--- src/rtl/wx_pkg.sv ---
package wx_pkg;

    typedef enum logic [2:0] {
        SEL_XS  = 3'd0,
        SEL_XE  = 3'd1,
        SEL_YS  = 3'd2,
        SEL_YE  = 3'd3,
        SEL_FMT = 3'd4,
        SEL_SRC = 3'd5
    } cfg_sel_e;

    typedef enum logic {
        ST_IDLE   = 1'b0,
        ST_STREAM = 1'b1
    } wx_state_e;

    // bytes per pixel for a format code, 0 for unsupported codes
    function automatic logic [2:0] fmt_to_bpp(input logic [3:0] code);
        logic [2:0] r;
        unique case (code)
            4'd1:        r = 3'd2;
            4'd2, 4'd3:  r = 3'd3;
            4'd6, 4'd7:  r = 3'd4;
            default:     r = 3'd0;
        endcase
        return r;
    endfunction

endpackage

--- src/rtl/wx_win_cfg.sv ---
module wx_win_cfg
    import wx_pkg::*;
#(
    parameter int CRD_W = 10,
    parameter int CW    = 2 * CRD_W + 2
) (
    input  logic             clk,
    input  logic             rst_n,
    input  logic             cfg_we,
    input  logic [2:0]       cfg_sel,
    input  logic [CRD_W-1:0] cfg_wdata,
    output logic [CRD_W-1:0] xs,
    output logic [CRD_W-1:0] xe,
    output logic [CRD_W-1:0] ys,
    output logic [CRD_W-1:0] ye,
    output logic [2:0]       bpp,
    output logic             src_write,
    output logic             setup_ok,
    output logic [CW-1:0]    setup_words
);
    localparam int DW = CRD_W + 1;
    localparam int PW = CW + 1;

    logic [3:0]    fmt_q;
    logic [2:0]    src_q;
    logic [2:0]    src_eff;
    logic [DW-1:0] w, h;
    logic [PW-1:0] prod;

    always_ff @(posedge clk) begin
        if (!rst_n) begin
            xs    <= '0;
            xe    <= '0;
            ys    <= '0;
            ye    <= '0;
            fmt_q <= 4'd3;
            src_q <= 3'd0;
        end else if (cfg_we) begin
            case (cfg_sel)
                SEL_XS:  xs    <= cfg_wdata;
                SEL_XE:  xe    <= cfg_wdata;
                SEL_YS:  ys    <= cfg_wdata;
                SEL_YE:  ye    <= cfg_wdata;
                SEL_FMT: fmt_q <= cfg_wdata[3:0];
                SEL_SRC: src_q <= cfg_wdata[2:0];
                default: ;
            endcase
        end
    end

    always_comb begin
        src_write   = cfg_we && (cfg_sel == SEL_SRC);
        src_eff     = src_write ? cfg_wdata[2:0] : src_q;
        bpp         = fmt_to_bpp(fmt_q);
        w           = {1'b0, xe} - {1'b0, xs} + DW'(1);
        h           = {1'b0, ye} - {1'b0, ys} + DW'(1);
        prod        = PW'(bpp) * PW'(w) * PW'(h);
        setup_words = CW'(prod >> 1);
        setup_ok    = (src_eff <= 3'd3) && (bpp != 3'd0) &&
                      (xe >= xs) && (ye >= ys);
    end

    // only the three low bits of a source write are kept
    p_src_mask_r5: assert property (@(posedge clk) disable iff (!rst_n)
        src_write |=> (src_q == $past(cfg_wdata[2:0])));

endmodule

--- src/rtl/wx_seq.sv ---
module wx_seq
    import wx_pkg::*;
#(
    parameter int CRD_W   = 10,
    parameter int CW      = 2 * CRD_W + 2,
    parameter int AW      = 20,
    parameter int PANEL_W = 320
) (
    input  logic             clk,
    input  logic             rst_n,
    input  logic             dp_we,
    input  logic [15:0]      dp_wdata,
    input  logic             src_write,
    input  logic             setup_ok,
    input  logic [CW-1:0]    setup_words,
    input  logic [CRD_W-1:0] xs,
    input  logic [CRD_W-1:0] xe,
    input  logic [CRD_W-1:0] ys,
    input  logic [CRD_W-1:0] ye,
    input  logic [2:0]       bpp,
    output logic             fb_we,
    output logic [AW-1:0]    fb_addr,
    output logic [1:0]       fb_byte,
    output logic [15:0]      fb_wdata,
    output logic             busy,
    output logic [CW-1:0]    words_left,
    output logic             xfer_done,
    output logic             setup_err,
    output logic             commit,
    output logic [CRD_W:0]   cm_x0,
    output logic [CRD_W:0]   cm_x1,
    output logic [CRD_W:0]   cm_y0,
    output logic [CRD_W:0]   cm_y1
);
    localparam int DW = CRD_W + 1;

    wx_state_e        state_q, state_d;
    logic [CW-1:0]    rem_q, rem_d;
    logic [CRD_W-1:0] col_q, col_d;
    logic [2:0]       byte_q, byte_d;
    logic [AW-1:0]    rowb_q, rowb_d;
    logic [CRD_W-1:0] lxs_q, lxe_q, lys_q, lye_q;
    logic [2:0]       lbpp_q;

    // current pointer: fresh window on setup, latched otherwise
    logic [CW-1:0]    c_rem;
    logic [CRD_W-1:0] c_col, c_xs, c_xe, c_ys, c_ye;
    logic [2:0]       c_byte, c_bpp, b_sum;
    logic [AW-1:0]    c_rowb, addr;
    logic [DW-1:0]    c_w, col_inc;
    logic             trig, do_setup, err, take, last, wrap;

    always_comb begin
        trig     = src_write || (dp_we && state_q == ST_IDLE);
        do_setup = trig && setup_ok;
        err      = trig && !setup_ok;
        take     = dp_we && (state_q == ST_STREAM || do_setup);

        if (do_setup) begin
            c_rem  = setup_words;
            c_col  = '0;
            c_byte = 3'd0;
            c_rowb = AW'(ys) * AW'(PANEL_W);
            c_xs   = xs;
            c_xe   = xe;
            c_ys   = ys;
            c_ye   = ye;
            c_bpp  = bpp;
        end else begin
            c_rem  = rem_q;
            c_col  = col_q;
            c_byte = byte_q;
            c_rowb = rowb_q;
            c_xs   = lxs_q;
            c_xe   = lxe_q;
            c_ys   = lys_q;
            c_ye   = lye_q;
            c_bpp  = lbpp_q;
        end

        c_w     = {1'b0, c_xe} - {1'b0, c_xs} + DW'(1);
        addr    = c_rowb + AW'(c_xs) + AW'(c_col);
        b_sum   = c_byte + 3'd2;
        wrap    = (b_sum >= c_bpp);
        col_inc = {1'b0, c_col} + DW'(1);
        last    = take && (c_rem == CW'(1));

        state_d = state_q;
        rem_d   = rem_q;
        col_d   = col_q;
        byte_d  = byte_q;
        rowb_d  = rowb_q;
        if (take) begin
            rem_d  = c_rem - CW'(1);
            byte_d = wrap ? (b_sum - c_bpp) : b_sum;
            col_d  = c_col;
            rowb_d = c_rowb;
            if (wrap) begin
                if (col_inc == c_w) begin
                    col_d  = '0;
                    rowb_d = c_rowb + AW'(PANEL_W);
                end else begin
                    col_d  = col_inc[CRD_W-1:0];
                end
            end
            state_d = last ? ST_IDLE : ST_STREAM;
        end else if (do_setup) begin
            rem_d   = c_rem;
            col_d   = c_col;
            byte_d  = c_byte;
            rowb_d  = c_rowb;
            state_d = ST_STREAM;
        end

        commit = last;
        cm_x0  = {1'b0, c_xs};
        cm_x1  = {1'b0, c_xe} + DW'(1);
        cm_y0  = {1'b0, c_ys};
        cm_y1  = {1'b0, c_ye} + DW'(1);
    end

    // state register
    always_ff @(posedge clk) begin
        if (!rst_n) begin
            state_q <= ST_IDLE;
            rem_q   <= '0;
            col_q   <= '0;
            byte_q  <= 3'd0;
            rowb_q  <= '0;
            lxs_q   <= '0;
            lxe_q   <= '0;
            lys_q   <= '0;
            lye_q   <= '0;
            lbpp_q  <= 3'd2;
        end else begin
            unique case (state_d)
                ST_IDLE, ST_STREAM: state_q <= state_d;
            endcase
            rem_q  <= rem_d;
            col_q  <= col_d;
            byte_q <= byte_d;
            rowb_q <= rowb_d;
            if (do_setup) begin
                lxs_q  <= xs;
                lxe_q  <= xe;
                lys_q  <= ys;
                lye_q  <= ye;
                lbpp_q <= bpp;
            end
        end
    end

    // output register
    always_ff @(posedge clk) begin
        if (!rst_n) begin
            fb_we     <= 1'b0;
            fb_addr   <= '0;
            fb_byte   <= 2'd0;
            fb_wdata  <= '0;
            xfer_done <= 1'b0;
            setup_err <= 1'b0;
        end else begin
            fb_we     <= take;
            fb_addr   <= addr;
            fb_byte   <= c_byte[1:0];
            fb_wdata  <= dp_wdata;
            xfer_done <= last;
            setup_err <= err;
        end
    end

    assign busy       = (state_q == ST_STREAM);
    assign words_left = rem_q;

    // a pending transfer always expects at least one word
    p_stream_count_r4: assert property (@(posedge clk) disable iff (!rst_n)
        (state_q == ST_STREAM) |-> (rem_q != '0));
    // byte offset stays inside the latched pixel
    p_byte_in_pixel_r8: assert property (@(posedge clk) disable iff (!rst_n)
        (state_q == ST_STREAM) |-> (byte_q < lbpp_q));
    // every frame-buffer write follows a data word
    p_fb_follows_dp_r9: assert property (@(posedge clk) disable iff (!rst_n)
        fb_we |-> $past(dp_we));
    // completion coincides with the last write, then idle
    p_done_with_write_r10: assert property (@(posedge clk) disable iff (!rst_n)
        xfer_done |-> (fb_we && words_left == '0));

endmodule

--- src/rtl/wx_dirty.sv ---
module wx_dirty #(
    parameter int CRD_W   = 10,
    parameter int PANEL_W = 320,
    parameter int PANEL_H = 240
) (
    input  logic           clk,
    input  logic           rst_n,
    input  logic           refresh_done,
    input  logic           invalidate,
    input  logic           commit,
    input  logic [CRD_W:0] cm_x0,
    input  logic [CRD_W:0] cm_x1,
    input  logic [CRD_W:0] cm_y0,
    input  logic [CRD_W:0] cm_y1,
    output logic [CRD_W:0] x0,
    output logic [CRD_W:0] x1,
    output logic [CRD_W:0] y0,
    output logic [CRD_W:0] y1,
    output logic           none
);
    localparam int DW = CRD_W + 1;
    localparam logic [DW-1:0] PWV = DW'(PANEL_W);
    localparam logic [DW-1:0] PHV = DW'(PANEL_H);

    logic [DW-1:0] bx0, bx1, by0, by1;
    logic [DW-1:0] nx0, nx1, ny0, ny1;

    always_comb begin
        if (refresh_done) begin
            bx0 = PWV; bx1 = '0; by0 = PHV; by1 = '0;
        end else begin
            bx0 = x0;  bx1 = x1; by0 = y0;  by1 = y1;
        end
        nx0 = bx0; nx1 = bx1; ny0 = by0; ny1 = by1;
        if (commit) begin
            nx0 = (cm_x0 < bx0) ? cm_x0 : bx0;
            nx1 = (cm_x1 > bx1) ? cm_x1 : bx1;
            ny0 = (cm_y0 < by0) ? cm_y0 : by0;
            ny1 = (cm_y1 > by1) ? cm_y1 : by1;
        end
        if (invalidate) begin
            nx0 = '0; nx1 = PWV; ny0 = '0; ny1 = PHV;
        end
    end

    always_ff @(posedge clk) begin
        if (!rst_n) begin
            x0 <= PWV; x1 <= '0; y0 <= PHV; y1 <= '0;
        end else begin
            x0 <= nx0; x1 <= nx1; y0 <= ny0; y1 <= ny1;
        end
    end

    assign none = (x1 <= x0);

    // a committed window is covered afterwards
    p_commit_cover_r11: assert property (@(posedge clk) disable iff (!rst_n)
        (commit && !invalidate) |=> (x0 <= $past(cm_x0) && x1 >= $past(cm_x1) &&
                                     y0 <= $past(cm_y0) && y1 >= $past(cm_y1)));
    // refresh alone leaves an empty box
    p_refresh_empty_r12: assert property (@(posedge clk) disable iff (!rst_n)
        (refresh_done && !invalidate && !commit) |=>
            (x0 == PWV && x1 == '0 && y0 == PHV && y1 == '0 && none));
    // invalidate marks the whole panel
    p_invalidate_full_r13: assert property (@(posedge clk) disable iff (!rst_n)
        invalidate |=> (x0 == '0 && x1 == PWV && y0 == '0 && y1 == PHV && !none));

endmodule

--- src/rtl/win_xfer_engine.sv ---
module win_xfer_engine #(
    parameter int CRD_W   = 10,
    parameter int PANEL_W = 320,
    parameter int PANEL_H = 240,
    parameter int CW      = 2 * CRD_W + 2,
    parameter int AW      = CRD_W + $clog2(PANEL_W) + 1
) (
    input  logic             clk,
    input  logic             rst_n,
    input  logic             cfg_we,
    input  logic [2:0]       cfg_sel,
    input  logic [CRD_W-1:0] cfg_wdata,
    input  logic             dp_we,
    input  logic [15:0]      dp_wdata,
    input  logic             refresh_done,
    input  logic             invalidate,
    output logic             fb_we,
    output logic [AW-1:0]    fb_addr,
    output logic [1:0]       fb_byte,
    output logic [15:0]      fb_wdata,
    output logic             busy,
    output logic [CW-1:0]    words_left,
    output logic             xfer_done,
    output logic             setup_err,
    output logic [CRD_W:0]   dirty_x0,
    output logic [CRD_W:0]   dirty_x1,
    output logic [CRD_W:0]   dirty_y0,
    output logic [CRD_W:0]   dirty_y1,
    output logic             dirty_none
);
    logic [CRD_W-1:0] xs, xe, ys, ye;
    logic [2:0]       bpp;
    logic             src_write, setup_ok, commit;
    logic [CW-1:0]    setup_words;
    logic [CRD_W:0]   cm_x0, cm_x1, cm_y0, cm_y1;

    wx_win_cfg #(.CRD_W(CRD_W), .CW(CW)) u_cfg (
        .clk(clk), .rst_n(rst_n), .cfg_we(cfg_we), .cfg_sel(cfg_sel),
        .cfg_wdata(cfg_wdata), .xs(xs), .xe(xe), .ys(ys), .ye(ye),
        .bpp(bpp), .src_write(src_write), .setup_ok(setup_ok),
        .setup_words(setup_words)
    );

    wx_seq #(.CRD_W(CRD_W), .CW(CW), .AW(AW), .PANEL_W(PANEL_W)) u_seq (
        .clk(clk), .rst_n(rst_n), .dp_we(dp_we), .dp_wdata(dp_wdata),
        .src_write(src_write), .setup_ok(setup_ok), .setup_words(setup_words),
        .xs(xs), .xe(xe), .ys(ys), .ye(ye), .bpp(bpp),
        .fb_we(fb_we), .fb_addr(fb_addr), .fb_byte(fb_byte), .fb_wdata(fb_wdata),
        .busy(busy), .words_left(words_left), .xfer_done(xfer_done),
        .setup_err(setup_err), .commit(commit),
        .cm_x0(cm_x0), .cm_x1(cm_x1), .cm_y0(cm_y0), .cm_y1(cm_y1)
    );

    wx_dirty #(.CRD_W(CRD_W), .PANEL_W(PANEL_W), .PANEL_H(PANEL_H)) u_dirty (
        .clk(clk), .rst_n(rst_n), .refresh_done(refresh_done),
        .invalidate(invalidate), .commit(commit),
        .cm_x0(cm_x0), .cm_x1(cm_x1), .cm_y0(cm_y0), .cm_y1(cm_y1),
        .x0(dirty_x0), .x1(dirty_x1), .y0(dirty_y0), .y1(dirty_y1),
        .none(dirty_none)
    );

endmodule

--- config.mk ---
export PLATFORM = sky130hd
export DESIGN_NAME = win_xfer_engine
export DESIGN_NICKNAME = d
export VERILOG_FILES = /design/src/rtl/wx_pkg.sv /design/src/rtl/wx_win_cfg.sv /design/src/rtl/wx_seq.sv /design/src/rtl/wx_dirty.sv /design/src/rtl/win_xfer_engine.sv
export SDC_FILE = /design/constraint.sdc
export NUM_CORES = 1
export LEC_CHECK = 0
export ABC_CLOCK_PERIOD_IN_PS = 20600
export BUFFER_PORTS_ARGS = -buffer_cell sky130_fd_sc_hd__buf_4
export CAP_MARGIN = 5
export CORE_MARGIN = 1
export CORE_UTILIZATION = 55
export DETAILED_ROUTE_END_ITERATION = 6
export GPL_ROUTABILITY_DRIVEN = 0
export GPL_TIMING_DRIVEN = 1
export PLACE_DENSITY = 0.74
export SYNTH_ARGS = -nofsm -noshare
export SYNTH_HDL_FRONTEND = slang
export SYNTH_SLANG_ARGS = --single-unit
--- constraint.sdc ---
create_clock -name clk -period 20.6 [get_ports clk]
set_input_delay 2.06 -clock clk [delete_from_list [all_inputs] [get_ports clk]]
set_output_delay 2.06 -clock clk [all_outputs]
set_load 0.02 [all_outputs]
==> impl_metrics.py, run 1 <==
metrics = {
    "run_status": {
        "status": "complete, no violations",
    },
    "logic_synthesis": {
        "yosys.area_share.simple_pct": 21.2,
        "yosysTopAreaCell": "dfxtp_1",
        "yosysWarningCount": 0,
        "synthXorXnorAreaFrac_pct": 5.41,
        "yosys.area_share.adder_pct": 26.4,
        "ys_async_sr_fraction_pct": 0,
        "synth_top_family_by_area": "adder cells",
        "avgSynthCellArea_um2": 8.16,
        "synth_top_area_share_pct": 22.1,
        "syn_inst": 2544,
        "netlist_area_mm2": 0.0208,
        "synth_mux_area_share_pct": 2.73,
        "ys_seq_area_share_pct": 22.1,
        "ys_ff_latch": 229,
        "synth_flop_cell": "dfxtp_1",
        "synth_edf_count": 0,
        "synth.net_count": 2933,
        "ys_types": 74,
        "synth_compound_area_share_pct": 15.4,
        "ys_top_cells_by_area": "dfxtp_1 (22%), fa_1 (14%), ha_1 (13%)",
    },
    "setup_path": {
        "critPathLaunchType": "flip-flop",
        "slowest_stage": "nor3_1",
        "crit_fanout": 70,
        "cpPeakStageDelay_ps": 820,
        "crit_type": "reg -> reg",
        "critPathRequiredTime_ps": 21050,
        "crit_path_end_kind": "flip-flop",
        "cp.arrival_ps": 11930,
        "reg2regPathDepth": 42,
    },
    "global_routing": {
        "antenna_found_initial": 0,
        "grt_max_degree": 100,
        "grt.total_usage_pct": 29.3,
        "grt_overflow": 0,
        "grt_pass1_vias": 17900,
        "grt_pass1_wl_um": 91600,
    },
    "cts": {
        "tritoncts": "done",
        "clkTransAtPathRegs_ps": 60,
        "post_cts_resize_count": 0,
        "post_cts_buffers": 0,
        "root_buffer": "clkbuf_16",
        "cts_hold_buf": 0,
        "clk_path_buf_depth": 3,
        "cts_sinks": 229,
        "cts_max_level": 1,
        "cts_buffers": 27,
        "clk_latency_ps": 560,
    },
    "floorplan": {
        "die_w_um": 196,
        "start_util_pct": 56.3,
        "fp.coreArea_mm2": 0.0369,
        "dieArea_mm2": 0.0385,
        "ioPinCount": 144,
        "die_y_um": 196,
        "std_cell_rows": 70,
    },
    "finish": {
        "num_antenna_cells": 0,
        "layout_common_cells": "nand2_1 (275), inv_1 (270), dfxtp_1 (229), nor2_1 (220), ha_1 (214)",
        "fill_cells": 3254,
        "nets": 3026,
        "regArea_mm2": 0.00458,
        "multiInputGateArea_mm2": 0.0148,
        "layout-drive-gt1-share_pct": 9.45,
        "fin_util_pct": 62.7,
        "final_common_cell": "nand2_1",
        "final_area_mm2": 0.0231,
        "area_growth_pct": 11.4,
        "fin_cells": 3159,
    },
    "route": {
        "first_pass_iters": 5,
        "ant_nets": 0,
        "dr.first_iter.drc_count": 1222,
        "wl_per_cell_um": 17.9,
        "route.vias.total": 18200,
        "viasPerCell": 5.77,
        "drc_errors": 0,
        "wl_um": 56600,
    },
    "sta": {
        "finalClockSkew_ps": 15.9,
        "max_slew_margin_pct": 19.4,
        "fin_ws_ps": 9130,
        "rsz0062_at_grt": "false",
        "holdWs_ps": 464,
        "setup_viol": 0,
        "finalCriticalPeriod_ps": 11470,
        "timing.fmax_mhz": 87.2,
        "slew_viol_final": 0,
        "finalCritPeriodShare_pct": 55.7,
        "fin_setup_tns_ps": 0,
        "hold_violations": 0,
        "max_slew.worst_pin.slew_ps": 1210,
    },
    "placed_design": {
        "post_dp_cell_area_mm2": 0.0222,
        "dp.final_hpwl_um": 44300,
        "place_ws_ps": 9330,
        "dp_cells": 3112,
        "portBuffers": 143,
    },
    "flow_run": {
        "maxCapViolations": 0,
    },
    "min_path": {
        "whs_path_depth": 2,
        "worstHoldPathType": "reg -> reg",
    },
    "pwr": {
        "p_sw_share_pct": 50.6,
        "power.switching_mw": 1.96,
        "leakage_nw": 10.5,
        "power.internal_mw": 1.92,
        "p_seq_share_pct": 12.7,
        "clkPwrFrac_pct": 12.6,
        "vdd_drop_max_v": 0.000329,
        "pwr-share-comb_pct": 74.7,
        "total_power_mw": 3.88,
        "power_density_mw_per_mm2": 168,
    },
}
## worst max-delay path: cells and delay by family (launching register included)
family | cells | cell delay, ps
adders and majority gates | 11 | 4480
buffers and inverters | 8 | 940
xor gates and xnor gates | 2 | 360
and+or+nand+nor | 9 | 2560
AOI/OAI and AO/OA | 12 | 2500
DFF | 1 | 390
## final timing paths
kind / from / to / slack (ps)
setup / recovery: u_cfg.xe[1] / u_dirty.x0[8] / 9130
hold / removal: u_seq.lys_q[1] / u_seq.lys_q[1] / 460
setup reg to reg: u_cfg.xe[1] / u_dirty.x0[8] / 9130
hold reg to reg: u_seq.lys_q[1] / u_seq.lys_q[1] / 460
## cell usage after synthesis, types with 6 or more instances
cell type and n:
nand2_1 275, inv_1 271, dfxtp_1 229, nor2_1 220, ha_1 214, a21oi_1 172
fa_1 140, o21ai_0 92, clkbuf_1 78, nand3_1 75, xnor2_1 70, nand2b_1 68
and2_1 58, nor3_1 57, xor2_1 53, mux2i_1 51, a21o_1 45, o21a_1 34
nor2b_1 32, a31oi_1 21, and3_1 21, nand4_1 20, a211oi_1 19, buf_2 18
or2_2 17, or3_1 16, nor4_1 14, o211ai_1 13, a21boi_0 11, o21bai_1 11
nor3b_1 9, o2111ai_1 8, o21ba_2 8, o31ai_1 8, a41oi_1 7, nand3b_1 7
a211o_1 6, or4_1 6
## power groups by stage
| stage | clock [mW] | combinational [mW] | sequential, mW |
|---|---|---|---|
| CTS | 0.496 | 2.90 | 0.493 |
| floorplan | 0 | 2.18 | 0.516 |
| detailed placement | 0 | 2.86 | 0.502 |
| global route | 0.514 | 3.27 | 0.496 |
| global placement | 0 | 2.85 | 0.501 |
| finish | 0.487 | 2.90 | 0.493 |
## layout make-up
| cell class | instances | share of cell area, % |
|---|---|---|
| flip-flops and latches | 229 | 19.8 |
| well taps | 504 | 2.73 |
| clock buffers | 38 | 3.27 |
| multi-input cells | 1943 | 63.8 |
| inverters | 272 | 4.43 |
| repair buffers | 164 | 5.33 |
| clock inverters | 9 | 0.601 |
## registers in the layout, indices dropped and copies added, names as in the netlist, 11 cells and up
| name | cells |
|---|---|
| u_seq.fb_addr | 20 |
| u_seq.fb_wdata | 16 |
| u_seq.words_left | 22 |
| u_dirty.y0 | 11 |
| u_seq.rowb_q | 20 |
| u_dirty.x0 | 11 |
| u_dirty.y1 | 11 |
| u_dirty.x1 | 11 |
## logic make-up (layout without fill, tap and decap cells)
group / after synthesis / in the layout
flip-flops: 229 / 229
XOR/XNOR: 125 / 125
adder cells (fa/ha/maj): 354 / 354
AND/OR/NAND/NOR: 910 / 910
buffers and inverters: 372 / 483
multiplexers: 56 / 56
AO/OA/AOI/OAI: 498 / 498
## metal layers
layer / track usage, % / up-vias / share of wire [%]
li1: - / 8750 / -
met3: 3.61 / 134 / 5.7
met5: 0 / - / 0
met2: 50.0 / 590 / 48
met4: 12.5 / 0 / 4.3
met1: 37.4 / 8767 / 42
No activity file was read; power rests on OpenSTA's default activity.
==> inputs of run 2 (changes only) <==
--- a/config.mk
+++ b/config.mk
@@ -5,7 +5,8 @@
 export SDC_FILE = /design/constraint.sdc
 export NUM_CORES = 1
 export LEC_CHECK = 0
-export ABC_CLOCK_PERIOD_IN_PS = 20600
+export ABC_AREA = 1
+export ABC_CLOCK_PERIOD_IN_PS = 9900
 export BUFFER_PORTS_ARGS = -buffer_cell sky130_fd_sc_hd__buf_4
 export CAP_MARGIN = 5
 export CORE_MARGIN = 1
@@ -13,7 +14,7 @@
 export DETAILED_ROUTE_END_ITERATION = 6
 export GPL_ROUTABILITY_DRIVEN = 0
 export GPL_TIMING_DRIVEN = 1
-export PLACE_DENSITY = 0.74
+export PLACE_DENSITY = 0.77
 export SYNTH_ARGS = -nofsm -noshare
 export SYNTH_HDL_FRONTEND = slang
 export SYNTH_SLANG_ARGS = --single-unit
==> constraint.sdc (replaced) <==
create_clock -name clk -period 9.9 [get_ports clk]
set_input_delay 0.99 -clock clk [delete_from_list [all_inputs] [get_ports clk]]
set_output_delay 0.99 -clock clk [all_outputs]
set_load 0.02 [all_outputs]
==> run 2 against run 1 <==
Die area fell by 0.80%. Sequential share of layout area fell by 0.22 points. Routed wire length rose by 3.0%. Highest routed layer unchanged. Final cell count rose by 11%. Cell area rose by 1.2%. Maximum frequency rose by 21%. Critical endpoint is now u_dirty.x1[8]. Via count rose by 6.9%. Critical path depth rose by 7. Synthesized cell count rose by 13%. Setup slack got worse by 8700 ps. Register-to-register slack got worse by 8700 ps. Non-clock buffer count rose by 16.
==> impl_metrics.py, run 2 <==
metrics = {
    "floorplan": {
        "std_cell_rows": 70,
        "die_w_um": 195,
        "dieArea_mm2": 0.0382,
        "ioPinCount": 144,
        "fp.coreArea_mm2": 0.0367,
        "start_util_pct": 56.1,
        "die_y_um": 195,
    },
    "sta": {
        "holdWs_ps": 443,
        "finalCriticalPeriod_ps": 9470,
        "timing.fmax_mhz": 106,
        "fin_setup_tns_ps": 0,
        "finalClockSkew_ps": 27.3,
        "hold_violations": 0,
        "slew_viol_final": 0,
        "setup_viol": 0,
        "max_slew_margin_pct": 15.3,
        "max_slew.worst_pin.slew_ps": 1260,
        "finalCritPeriodShare_pct": 95.6,
    },
    "logic_synthesis": {
        "synth_edf_count": 0,
        "ys_async_sr_fraction_pct": 0,
        "ys_types": 58,
        "yosys.area_share.simple_pct": 24.1,
        "ys_ff_latch": 229,
        "yosys.area_share.adder_pct": 26.6,
        "synth_compound_area_share_pct": 12.2,
        "yosys-top-cells-count": "nand2_1 (568), inv_1 (500), nor2_1 (349)",
        "yosys.cell_count.top_type": "nand2_1",
        "ys_top_cells_by_area": "dfxtp_1 (22%), fa_1 (14%), ha_1 (13%)",
        "synth_mux_area_share_pct": 0.273,
        "ys_seq_area_share_pct": 22.3,
        "syn_inst": 2885,
        "yosysWarningCount": 0,
        "avgSynthCellArea_um2": 7.14,
        "synth.net_count": 3274,
        "netlist_area_mm2": 0.0206,
        "synth_top_family_by_area": "adder cells",
        "yosysTopAreaCell": "dfxtp_1",
        "synth_top_area_share_pct": 22.3,
        "synth_flop_cell": "dfxtp_1",
        "synthXorXnorAreaFrac_pct": 3.19,
    },
    "finish": {
        "layout-drive-gt1-share_pct": 11.9,
        "fin_util_pct": 63.7,
        "final_common_cell": "nand2_1",
        "regArea_mm2": 0.00459,
        "fill_cells": 3130,
        "nets": 3397,
        "layout_common_cells": "nand2_1 (558), inv_1 (494), nor2_1 (338), dfxtp_1 (228), ha_1 (202)",
        "multiInputGateArea_mm2": 0.0141,
        "num_antenna_cells": 0,
        "area_growth_pct": 13.6,
        "largest_reg_flops": 22,
    },
    "route": {
        "first_pass_iters": 5,
        "ant_nets": 0,
        "wl_per_cell_um": 16.7,
        "drc_errors": 0,
        "dr.first_iter.drc_count": 1442,
        "viasPerCell": 5.58,
        "route.vias.total": 19500,
        "wl_um": 58300,
    },
    "min_path": {
        "worstHoldPathType": "reg -> reg",
    },
    "cts": {
        "clk_path_buf_depth": 3,
        "tritoncts": "done",
        "root_buffer": "clkbuf_16",
        "cts_sinks": 229,
        "cts_hold_buf": 0,
        "clkTransAtPathRegs_ps": 60,
        "clk_latency_ps": 550,
        "cts_buffers": 24,
        "cts_max_level": 1,
    },
    "global_routing": {
        "grt_pass1_wl_um": 95300,
        "grt_pass1_vias": 19300,
        "grt_overflow": 0,
        "antenna_found_initial": 0,
        "grt_max_degree": 102,
        "grt.total_usage_pct": 30.5,
    },
    "placed_design": {
        "portBuffers": 143,
        "dp.final_hpwl_um": 44900,
    },
    "setup_path": {
        "critPathLaunchType": "flip-flop",
        "crit_type": "reg -> reg",
        "critPathRequiredTime_ps": 10320,
        "crit_path_end_kind": "flip-flop",
        "cp.arrival_ps": 9890,
        "cpPeakStageDelay_ps": 600,
        "crit_fanout": 8,
        "slowest_stage": "fa_1",
    },
    "flow_run": {
        "maxCapViolations": 0,
    },
    "run_status": {
        "status": "complete, no violations",
    },
}
==> run 2: cell count changes after synthesis, moves of 21 or more <==
cell and delta:
a21o_1 -38, and2_1 -55, and3_1 -21, clkbuf_1 -27, inv_1 +229, mux2i_1 -49, nand2_1 +293, nand2b_1 -68
nand3_1 +35, nor2_1 +129, nor2b_1 -32, o21ai_0 +55, o21ai_1 +45, xnor2_1 -47
==> run 2: metrics by stage <==
step           instance area, µm²  instances  worst slack, ps
6_report                    23400       3493              434
4_1_cts                     22900       3482             27.4
2_1_floorplan               20600       2885             1000
5_1_grt                     23400       3493             -151
3_3_place_gp                22000       3438              405
3_5_place_dp                22000       3438             -110
==> run 2: worst max-delay path, delay by kind of cell (launching register included) <==
kind | cells | cell delay, ps
adders and majority gates | 10 | 4010
and+or+nand+nor | 17 | 2150
AOI/OAI and AO/OA | 9 | 1290
buffers and inverters | 10 | 1050
xor gates and xnor gates | 3 | 510
DFF | 1 | 300
==> run 2: layer usage <==
metal  part of all wire (%)  track usage (%)  vias up
li1                       -                -     9359
met1                     41             38.3     9184
met2                     48             53.2      801
met3                    7.6             3.77      149
met4                    3.6             11.9        0
met5                      0                0        -
==> run 2: path summary, 6_finish.rpt <==
check | to | startpoint | depth (start not counted) | slack [ps]
max | u_dirty.x1[8] | u_cfg.xs[2] | 49 | 430
min | u_seq.rowb_q[1] | u_seq.rowb_q[1] | 2 | 440
max reg2reg | u_dirty.x1[8] | u_cfg.xs[2] | 49 | 430
min reg2reg | u_seq.rowb_q[1] | u_seq.rowb_q[1] | 2 | 440
==> run 2: area by class of cell <==
cell class / instances / area share, %
flip-flops and latches: 229 / 19.6
clock buffers: 35 / 3.09
clock inverters: 8 / 0.599
repair buffers: 180 / 5.85
inverters: 511 / 8.25
multi-input cells: 2062 / 60.1
well taps: 468 / 2.50
==> run 2: timing repair <==
item / CTS / global route
cloned: 0 / 0
pin swaps: 1 / 36
buffers inserted: 1 / 11
setup endpoints to repair: 11 / 51
gates resized for setup: 2 / 104
==> run 2: logic make-up after synthesis <==
logic type,Yosys count
buffers and inverters,594
flip-flops,229
AND/OR/NAND/NOR,1173
multiplexers,4
AO/OA/AOI/OAI,456
XOR/XNOR,75
adder cells (fa/ha/maj),354
Power of run 2 is not shown: default switching activity piles up to over one toggle a cycle in this logic, so the estimate is an artifact.
